## src/rtl/xs_pkg.sv

```systemverilog
`timescale 1ns/1ps
package xs_pkg;
    typedef enum logic [1:0] {
        SZ_BYTE = 2'd0,
        SZ_HALF = 2'd1,
        SZ_WORD = 2'd2
    } acc_size_e;
endpackage

```

## src/rtl/xs_size_pick.sv

```systemverilog
`timescale 1ns/1ps
module xs_size_pick #(
    parameter int LEN_W = 16
) (
    input  logic [1:0]       addr_lo,
    input  logic [LEN_W-1:0] remain,
    output xs_pkg::acc_size_e size
);
    import xs_pkg::*;

    localparam logic [LEN_W-1:0] TWO  = LEN_W'(2);
    localparam logic [LEN_W-1:0] FOUR = LEN_W'(4);

    always_comb begin
        if (addr_lo[0]) begin
            size = SZ_BYTE;
        end else if (addr_lo[1]) begin
            size = (remain >= TWO) ? SZ_HALF : SZ_BYTE;
        end else if (remain >= FOUR) begin
            size = SZ_WORD;
        end else if (remain >= TWO) begin
            size = SZ_HALF;
        end else begin
            size = SZ_BYTE;
        end
    end
endmodule

```

## src/rtl/xs_step.sv

```systemverilog
`timescale 1ns/1ps
module xs_step #(
    parameter int ADDR_W = 32,
    parameter int LEN_W  = 16
) (
    input  logic [ADDR_W-1:0] addr,
    input  logic [LEN_W-1:0]  remain,
    input  xs_pkg::acc_size_e size,
    output logic [ADDR_W-1:0] addr_nxt,
    output logic [LEN_W-1:0]  remain_nxt,
    output logic              last
);
    import xs_pkg::*;

    logic [2:0] nbytes;

    always_comb begin
        case (size)
            SZ_WORD: nbytes = 3'd4;
            SZ_HALF: nbytes = 3'd2;
            default: nbytes = 3'd1;
        endcase
        addr_nxt   = addr + ADDR_W'(nbytes);
        remain_nxt = remain - LEN_W'(nbytes);
        last       = (remain == LEN_W'(nbytes));
    end
endmodule

```

## src/rtl/xfer_split.sv

```systemverilog
`timescale 1ns/1ps
module xfer_split #(
    parameter int ADDR_W = 32,
    parameter int LEN_W  = 16
) (
    input  logic              clk,
    input  logic              rst_n,
    input  logic              start,
    input  logic [ADDR_W-1:0] start_addr,
    input  logic [LEN_W-1:0]  start_len,
    input  logic              start_write,
    input  logic              acc_grant,
    output logic              acc_valid,
    output logic [ADDR_W-1:0] acc_addr,
    output logic [1:0]        acc_size,
    output logic              acc_write,
    output logic              busy,
    output logic              done
);
    import xs_pkg::*;

    typedef struct packed {
        logic              busy;
        logic              done;
        logic              write;
        logic [ADDR_W-1:0] addr;
        logic [LEN_W-1:0]  remain;
    } split_st_t;

    split_st_t st_d, st_q;

    acc_size_e         cur_size;
    logic [ADDR_W-1:0] addr_nxt;
    logic [LEN_W-1:0]  remain_nxt;
    logic              last_acc;

    xs_size_pick #(.LEN_W(LEN_W)) u_pick (
        .addr_lo (st_q.addr[1:0]),
        .remain  (st_q.remain),
        .size    (cur_size)
    );

    xs_step #(.ADDR_W(ADDR_W), .LEN_W(LEN_W)) u_step (
        .addr       (st_q.addr),
        .remain     (st_q.remain),
        .size       (cur_size),
        .addr_nxt   (addr_nxt),
        .remain_nxt (remain_nxt),
        .last       (last_acc)
    );

    always_comb begin
        st_d      = st_q;
        st_d.done = 1'b0;
        if (!st_q.busy) begin
            if (start) begin
                st_d.addr   = start_addr;
                st_d.remain = start_len;
                st_d.write  = start_write;
                if (start_len == '0) begin
                    st_d.done = 1'b1;
                end else begin
                    st_d.busy = 1'b1;
                end
            end
        end else if (acc_grant) begin
            st_d.addr   = addr_nxt;
            st_d.remain = remain_nxt;
            if (last_acc) begin
                st_d.busy = 1'b0;
                st_d.done = 1'b1;
            end
        end
    end

    always_ff @(posedge clk or negedge rst_n) begin
        if (!rst_n) begin
            st_q <= '0;
        end else begin
            st_q <= st_d;
        end
    end

    assign acc_valid = st_q.busy;
    assign acc_addr  = st_q.addr;
    assign acc_size  = cur_size;
    assign acc_write = st_q.write;
    assign busy      = st_q.busy;
    assign done      = st_q.done;
endmodule

```

## config.mk

```make
export PLATFORM = sky130hd
export DESIGN_NAME = xfer_split
export DESIGN_NICKNAME = d
export VERILOG_FILES = /design/src/rtl/xs_pkg.sv /design/src/rtl/xs_size_pick.sv /design/src/rtl/xs_step.sv /design/src/rtl/xfer_split.sv
export SDC_FILE = /design/constraint.sdc
export NUM_CORES = 1
export LEC_CHECK = 0
export BUFFER_PORTS_ARGS = -buffer_cell sky130_fd_sc_hd__buf_2
export CAP_MARGIN = 20
export CELL_PAD_IN_SITES_DETAIL_PLACEMENT = 1
export CELL_PAD_IN_SITES_GLOBAL_PLACEMENT = 1
export CORE_UTILIZATION = 41
export DETAILED_ROUTE_END_ITERATION = 12
export PLACE_DENSITY_LB_ADDON = 0.12
export SYNTH_ARGS = -nofsm -noshare
export SYNTH_HDL_FRONTEND = slang
export SYNTH_HIERARCHICAL = 1
export SYNTH_SLANG_ARGS = --single-unit
```

## constraint.sdc

```tcl
create_clock -name clk -period 3.7 [get_ports clk]
set_input_delay 0.37 -clock clk [delete_from_list [all_inputs] [get_ports clk]]
set_output_delay 0.37 -clock clk [all_outputs]
set_load 0.01 [all_outputs]
```

==> results.toml, run 1 <==
[setup_path]
crit_type = "reg -> reg"
r2r-start = "st_q[4]"
critPathTopFamily = "simple AND/OR/NAND/NOR gates"
path_cells = "nor4_4, and4_4, mux2i_4, inv_1, ha_1, inv_1, ha_1, and3b_1, a2111o_2, nor4_4, xor2_1, and3_1, a221o_1"
cp.depth = 13
worstPathArrival_ns = 3.76
cp_num_buf_inv = 2
critPathMaxStageDelay_ns = 0.47
path_max_fanout = 7
cp-end-kind = "register"
r2r-end = "st_q[15]"
startpoint_type = "register"
cp.required_ns = 3.91
timing.reg2reg.setup_slack_ns = 0.15
r2r_cells = 13
cp_slowest_cell = "a2111o_2"

[die]
io_pins = 91
core-area_um2 = 8810
rows = 34
die_w_um = 97.8
initial_core_util_pct = 42.7
die_area_um2 = 9560
die_h_um = 97.8

[power]
ir_worst_vdd_mv = 0.298
power.total_mw = 3.29
p_leak_nw = 2.15
p_per_area_nw_per_um2 = 768

[drt]
wl_met1_mm = 4.97
drtPass1Iterations = 8
via_count = 3256
highest_layer = "met4"
drc = 12
wl_per_cell_um = 19.8
vias_per_cell = 5.97
wl_mm = 10.8
met2_length_mm = 5.26
dr_wl_met3_um = 487
drt_iter0_markers = 139
ant_nets = 0

[synth]
synthFlopType = "dfrtp_1"
yosys.area_share.simple_pct = 24.6
synth_xor_area_share_pct = 10.7
synthesis.area_um2 = 3760
synth_area_leaders = "dfrtp_1 (34%), a221o_1 (13%), and3_1 (8.3%), xor2_1 (7.7%), buf_4 (6.6%)"
async_flop_share_pct = 100
synth_top_cell_by_area = "dfrtp_1"
synth_nets = 447
synth-seq-cells = 51
synth_area_per_cell_um2 = 9.80
synth_top_area_share_pct = 33.9
ys_types = 46
synth_cells = 384
synth_fa_ha_area_share_pct = 3.72
yosysSeqAreaShare_pct = 33.9
synth_warnings = 6
synth.area.mux_share_pct = 0.565
synth_edf_count = 0
synth_compound_area_share_pct = 15.0
synth_top_family_by_area = "simple AND/OR/NAND/NOR gates"

[timing]
hold_violations = 0
finalClockSkew_ns = 0.00897
hold_slack_ns = 0.0340
timing.slew.headroom_pct = 42.1
drv_slew = 0
fin_crit_ns = 3.55
worst_slew_pin_slew_ns = 0.869
finalSetupViolations = 0
fmax_ghz = 0.282
finalCritPeriodShare_pct = 95.9

[cells_and_area]
nets = 499
num_antenna_cells = 0
area_growth_pct = 13.9
drive_gt1_share_pct = 32.0
filler_cell_count = 1029

[place]
dpl.hpwl_mm = 7.46
gp_congestion = 0.834
port_buffers = 90

[clock_network]
clk_pin_slew_ns = 0.11
cts_tree = "done"
clock_sinks = 51
cts-root-buf = "clkbuf_8"
clk_path_buf_depth = 2
htree_levels = 2
cts_made_buffers = 5
worstSkewPairLatency_ns = 0.32
hold_buffers = 0

[hold_path]
hold_path_class = "in -> async"

[global_route]
grt_pass1_wl_mm = 17.7
overflow = 0
antenna_found_initial = 0
grt_pass1_vias = 3399
grt_max_degree = 52
grt_usage_pct = 23.1

[run_status]
violations = "DRC"
status = "complete, but fails checks"

[flow_run]
cap_violations = 0
cells by family (layout without fill, tap and decap cells):
group,after synthesis,count (layout)
and+or+nand+nor,144,144
buffers and inverters,72,125
DFF,51,51
xor gates and xnor gates,46,46
adders and majority gates,10,10
muxes,2,2
AOI/OAI and AO/OA,59,59
cells in the mapped netlist, types with 2 or more instances:
cell type	number
o21ai_1	2
a221o_1	48
nor4b_2	2
nand3_1	10
xnor2_1	13
or4_4	2
fa_1	2
nor2_1	10
nand2b_1	3
xor2_1	33
nor3_1	11
ha_1	8
nor4_1	17
and4_1	3
inv_1	13
and3_1	50
nor4_2	6
dfrtp_1	51
clkbuf_1	15
buf_6	4
nand4_1	6
buf_4	33
buf_2	6
nand2_1	14
registers in the layout, summed over array words and instances, names as in the netlist:
signal / cells
acc_addr: 32
st_q: 16
acc_valid: 1
acc_write: 1
done: 1
what timing repair did:
item | in CTS | in global routing
gates resized for setup | 3 | 11
setup buffers | 0 | 0
pin swaps | 0 | 1
setup endpoints to repair | 17 | 22
endpoints found under the hold margin | 0 | 0
layout make-up:
cell class / count / area (um2) / area share [%]
clock inverters: 3 / 47.5 / 1.11
well taps: 108 / 135 / 3.15
inverters: 13 / 48.8 / 1.14
repair buffers: 104 / 568 / 13.3
clock buffers: 5 / 68.8 / 1.61
multi-input cells: 261 / 2140 / 49.9
flip-flops and latches: 51 / 1280 / 29.8
how the worst max path moves through the flow:
stage                 start            to
finish              st_q[4]      st_q[15]
floorplan           st_q[4]   acc_addr[8]
global route        st_q[4]      st_q[15]
detailed placement  st_q[4]  acc_addr[16]
CTS                 st_q[4]  acc_addr[16]
global placement    st_q[4]  acc_addr[24]
per-layer routing:
layer | up-vias | global-route usage [%]
met5 | - | 0
met4 | 0 | 4.20
met3 | 7 | 3.58
met2 | 82 | 39.7
met1 | 1649 | 31.1
li1 | 1518 | -
power breakdown:
part / switching [mW] / internal [mW] / total (mW)
clock network: 0.219 / 0.206 / 0.425
registers: 0.343 / 0.769 / 1.11
logic: 0.884 / 0.869 / 1.75
total: 1.45 / 1.84 / 3.29
cells in the final DEF, fill, tap and decap left out, types with 9 or more instances in the layout:
| master | netlist | routed |
|---|---|---|
| dfrtp_1 | 51 | 50 |
| xor2_1 | 33 | 33 |
| buf_4 | 33 | 13 |
| nor2_1 | 10 | 10 |
| nor3_1 | 11 | 9 |
| nor4_1 | 17 | 14 |
| nand3_1 | 10 | 10 |
| a221o_1 | 48 | 48 |
| inv_1 | 13 | 13 |
| nand2_1 | 14 | 14 |
| and3_1 | 50 | 50 |
| buf_2 | 6 | 90 |
| xnor2_1 | 13 | 13 |
through the flow:
stage          util (%)  instance area, um2  setup TNS, ns  std cells  setup WS [ns]
2_1_floorplan         -                3760              0        384          0.138
3_3_place_gp       46.5                4100              0        537         0.0809
3_5_place_dp       46.5                4100         -0.344        537        -0.0508
4_1_cts            48.0                4230              0        545        0.00579
5_1_grt            48.7                4280        -0.0158        545        -0.0158
6_report           48.7                4280              0        545          0.150
Note: power is estimated with default switching activity, not from simulation.
==> run 2: changes to the inputs <==
ABC_AREA = 1   (was default)
CORE_UTILIZATION = 39   (was 41)
RECOVER_POWER = 50   (was default)
clock period = 4 ns   (was 3.7 ns; I/O delays follow)
==> run 2 against run 1 <==
  * The run ends with capacitance limit, slew limit left
  * Total power fell by 16%
  * Clock-buffer cell count rose by 1
  * Largest power group unchanged
  * Routed wire length rose by 8.1%
  * Non-clock buffer count fell by 11
  * Sequential power fell by 9%
  * Utilization fell by 4.0 points
  * Design area rose by 3.3%
  * Synthesized area rose by 7.8%
  * Largest cell class unchanged
  * Clock skew rose by 0.010 ns
  * Hold slack improved by 0.24 ns
==> results.toml, run 2 <==
[run_status]
status = "complete, but fails checks"
violations = "capacitance limit, slew limit"

[die]
io_pins = 91
initial_core_util_pct = 40.9
die_h_um = 104
rows = 36
die_area_um2 = 10800
core-area_um2 = 9910
die_w_um = 104

[drt]
ant_nets = 0
vias_per_cell = 5.10
wl_mm = 11.7
wl_per_cell_um = 15.2
via_count = 3919
drc = 0
drt_iter0_markers = 112
drtPass1Iterations = 4

[power]
combPwrFrac_pct = 52.4
p_sw_mw = 1.36
swShare_pct = 48.9
p_leak_nw = 2.29
seqPwrFrac_pct = 36.3
ir_worst_vdd_mv = 0.252
internal-power_mw = 1.42
power.clock.fraction_pct = 11.3
p_per_area_nw_per_um2 = 627

[setup_path]
cp_num_buf_inv = 1
crit_type = "reg -> reg"
worstPathArrival_ns = 3.34
cp-end-kind = "register"
path_common_cell = "nand2_1"
path_cells = "nor2_1, nand2_1, nor2_2, a21oi_1, nor2_2, inv_1, ha_1, ha_1, fa_1, o21ai_1, nor3_1, nand2_1, xnor2_1, a22oi_1, nand2_1"
critPathMaxStageDelay_ns = 0.45
startpoint_type = "register"
cp_slowest_cell = "dfrtp_1"
cp.required_ns = 4.22
timing.reg2reg.setup_slack_ns = 0.88
path_max_fanout = 6
critPathTopFamily = "adder cells"

[cells_and_area]
layout_common_cells = "nand2_1 (217), buf_2 (71), nor2_1 (63)"
stdcell_area_um2 = 4430
filler_cell_count = 1337
drive_gt1_share_pct = 16.4
largest_reg_flops = 32
final_common_cell = "nand2_1"
nets = 697
fin_util_pct = 44.7
area_growth_pct = 9.13
num_antenna_cells = 0

[synth]
synth_nets = 646
synthFlopType = "dfrtp_1"
synth_area_leaders = "dfrtp_1 (31%), nand2_1 (20%), a22oi_1 (8.9%), buf_4 (7.2%), nor2_1 (5.8%)"
synth-seq-cells = 51
yosys.cell_count.top_type = "nand2_1"
synth_top_area_share_pct = 31.5
synth_warnings = 6
ys_types = 27
synth_area_per_cell_um2 = 6.96
synth_top_cell_by_area = "dfrtp_1"
async_flop_share_pct = 100
synth_cells = 583
yosys-top-cells-count = "nand2_1 (217), nor2_1 (63), dfrtp_1 (51), a22oi_1 (48), inv_1 (42)"
synth_edf_count = 0
synthesis.area_um2 = 4060
yosysSeqAreaShare_pct = 31.5

[clock_network]
clk_path_buf_depth = 2
clk_pin_slew_ns = 0.11
post_cts_buffers = 0
worstSkewPairLatency_ns = 0.32
cts-root-buf = "clkbuf_8"
hold_buffers = 0
htree_levels = 2
cts_made_buffers = 5
cts_tree = "done"
clock_sinks = 51
cts_resized = 0

[timing]
finalCritPeriodShare_pct = 77.9
hold_slack_ns = 0.278
finalClockSkew_ns = 0.0194
setup_ws_ns = 0.883
rsz0062_at_grt = "false"
timing.slew.headroom_pct = -94.0
finalSetupViolations = 0
setup_tns_ns = 0
fin_crit_ns = 3.12
worst_slew_pin_slew_ns = 2.91
fmax_ghz = 0.321
hold_violations = 0
drv_slew = 52

[place]
dpl_worst_slack_ns = 0.926
gp_congestion = 0.826
dpl.hpwl_mm = 8.76
place_area_um2 = 4370
port_buffers = 90

[global_route]
grt_pass1_vias = 4016
grt_pass1_wl_mm = 19.9
antenna_found_initial = 0
overflow = 0
grt_max_degree = 52
grt_usage_pct = 22.7

[flow_run]
cap_violations = 1

[hold_path]
hold_path_class = "in -> reg"
[run 2: tightest hold or removal path: cells and delay by family]
| family | cells | cell delay [ns] |
|---|---|---|
| simple gates | 2 | 0.10 |
| buf+inv | 1 | 0.07 |
[run 2: power groups by stage]
stage          registers (mW)  logic (mW)  clock network (mW)
6_report                 1.01        1.46               0.313
5_1_grt                  1.05        1.67               0.345
4_1_cts                  1.01        1.49               0.329
3_5_place_dp             1.02        1.48                   0
3_3_place_gp             1.00        1.43                   0
2_1_floorplan           0.927        1.24                   0
[run 2: kinds of logic after synthesis]
group | share of synthesized area (%)
AND/OR/NAND/NOR | 36.4
adder cells (fa/ha/maj) | 3.45
buffers and inverters | 12.7
XOR/XNOR | 6.48
flip-flops | 31.5
AO/OA/AOI/OAI | 9.50
[run 2: layer usage]
metal / vias up / GRT usage (%) / share of wire [%]
li1: 1940 / - / -
met5: - / 0 / 0
met2: 64 / 36.7 / 46
met4: 0 / 4.80 / 0.93
met3: 7 / 3.51 / 3.1
met1: 1908 / 31.8 / 50
[run 2: area by class of cell]
type / count / area (um2) / area share, %
Sequential cell: 51 / 1280 / 28.8
Clock buffer: 6 / 72.6 / 1.64
Inverter: 44 / 165 / 3.73
Timing Repair Buffer: 93 / 458 / 10.3
Multi-Input combinational cell: 439 / 2280 / 51.4
Clock inverter: 2 / 12.5 / 0.283
Tap cell: 133 / 166 / 3.76
[run 2: final timing paths]
path | start | to | cells past startpoint
worst max register to register | st_q[5] | st_q[10] | 15
worst min register to register | st_q[0] | st_q[0] | 2
worst min-delay path | start_write | acc_write | 3
min in group asynchronous | rst_n | st_q[2] | 2
max in group asynchronous | rst_n | acc_addr[8] | 2
worst max-delay path | st_q[5] | st_q[10] | 15
[run 2: per-stage QoR]
stage / std cells / power (mW)
after floorplan: 583 / 2.17
after detailed placement: 760 / 2.50
after CTS: 768 / 2.83
after global routing: 768 / 3.06
final: 768 / 2.78
after global placement: 759 / 2.43
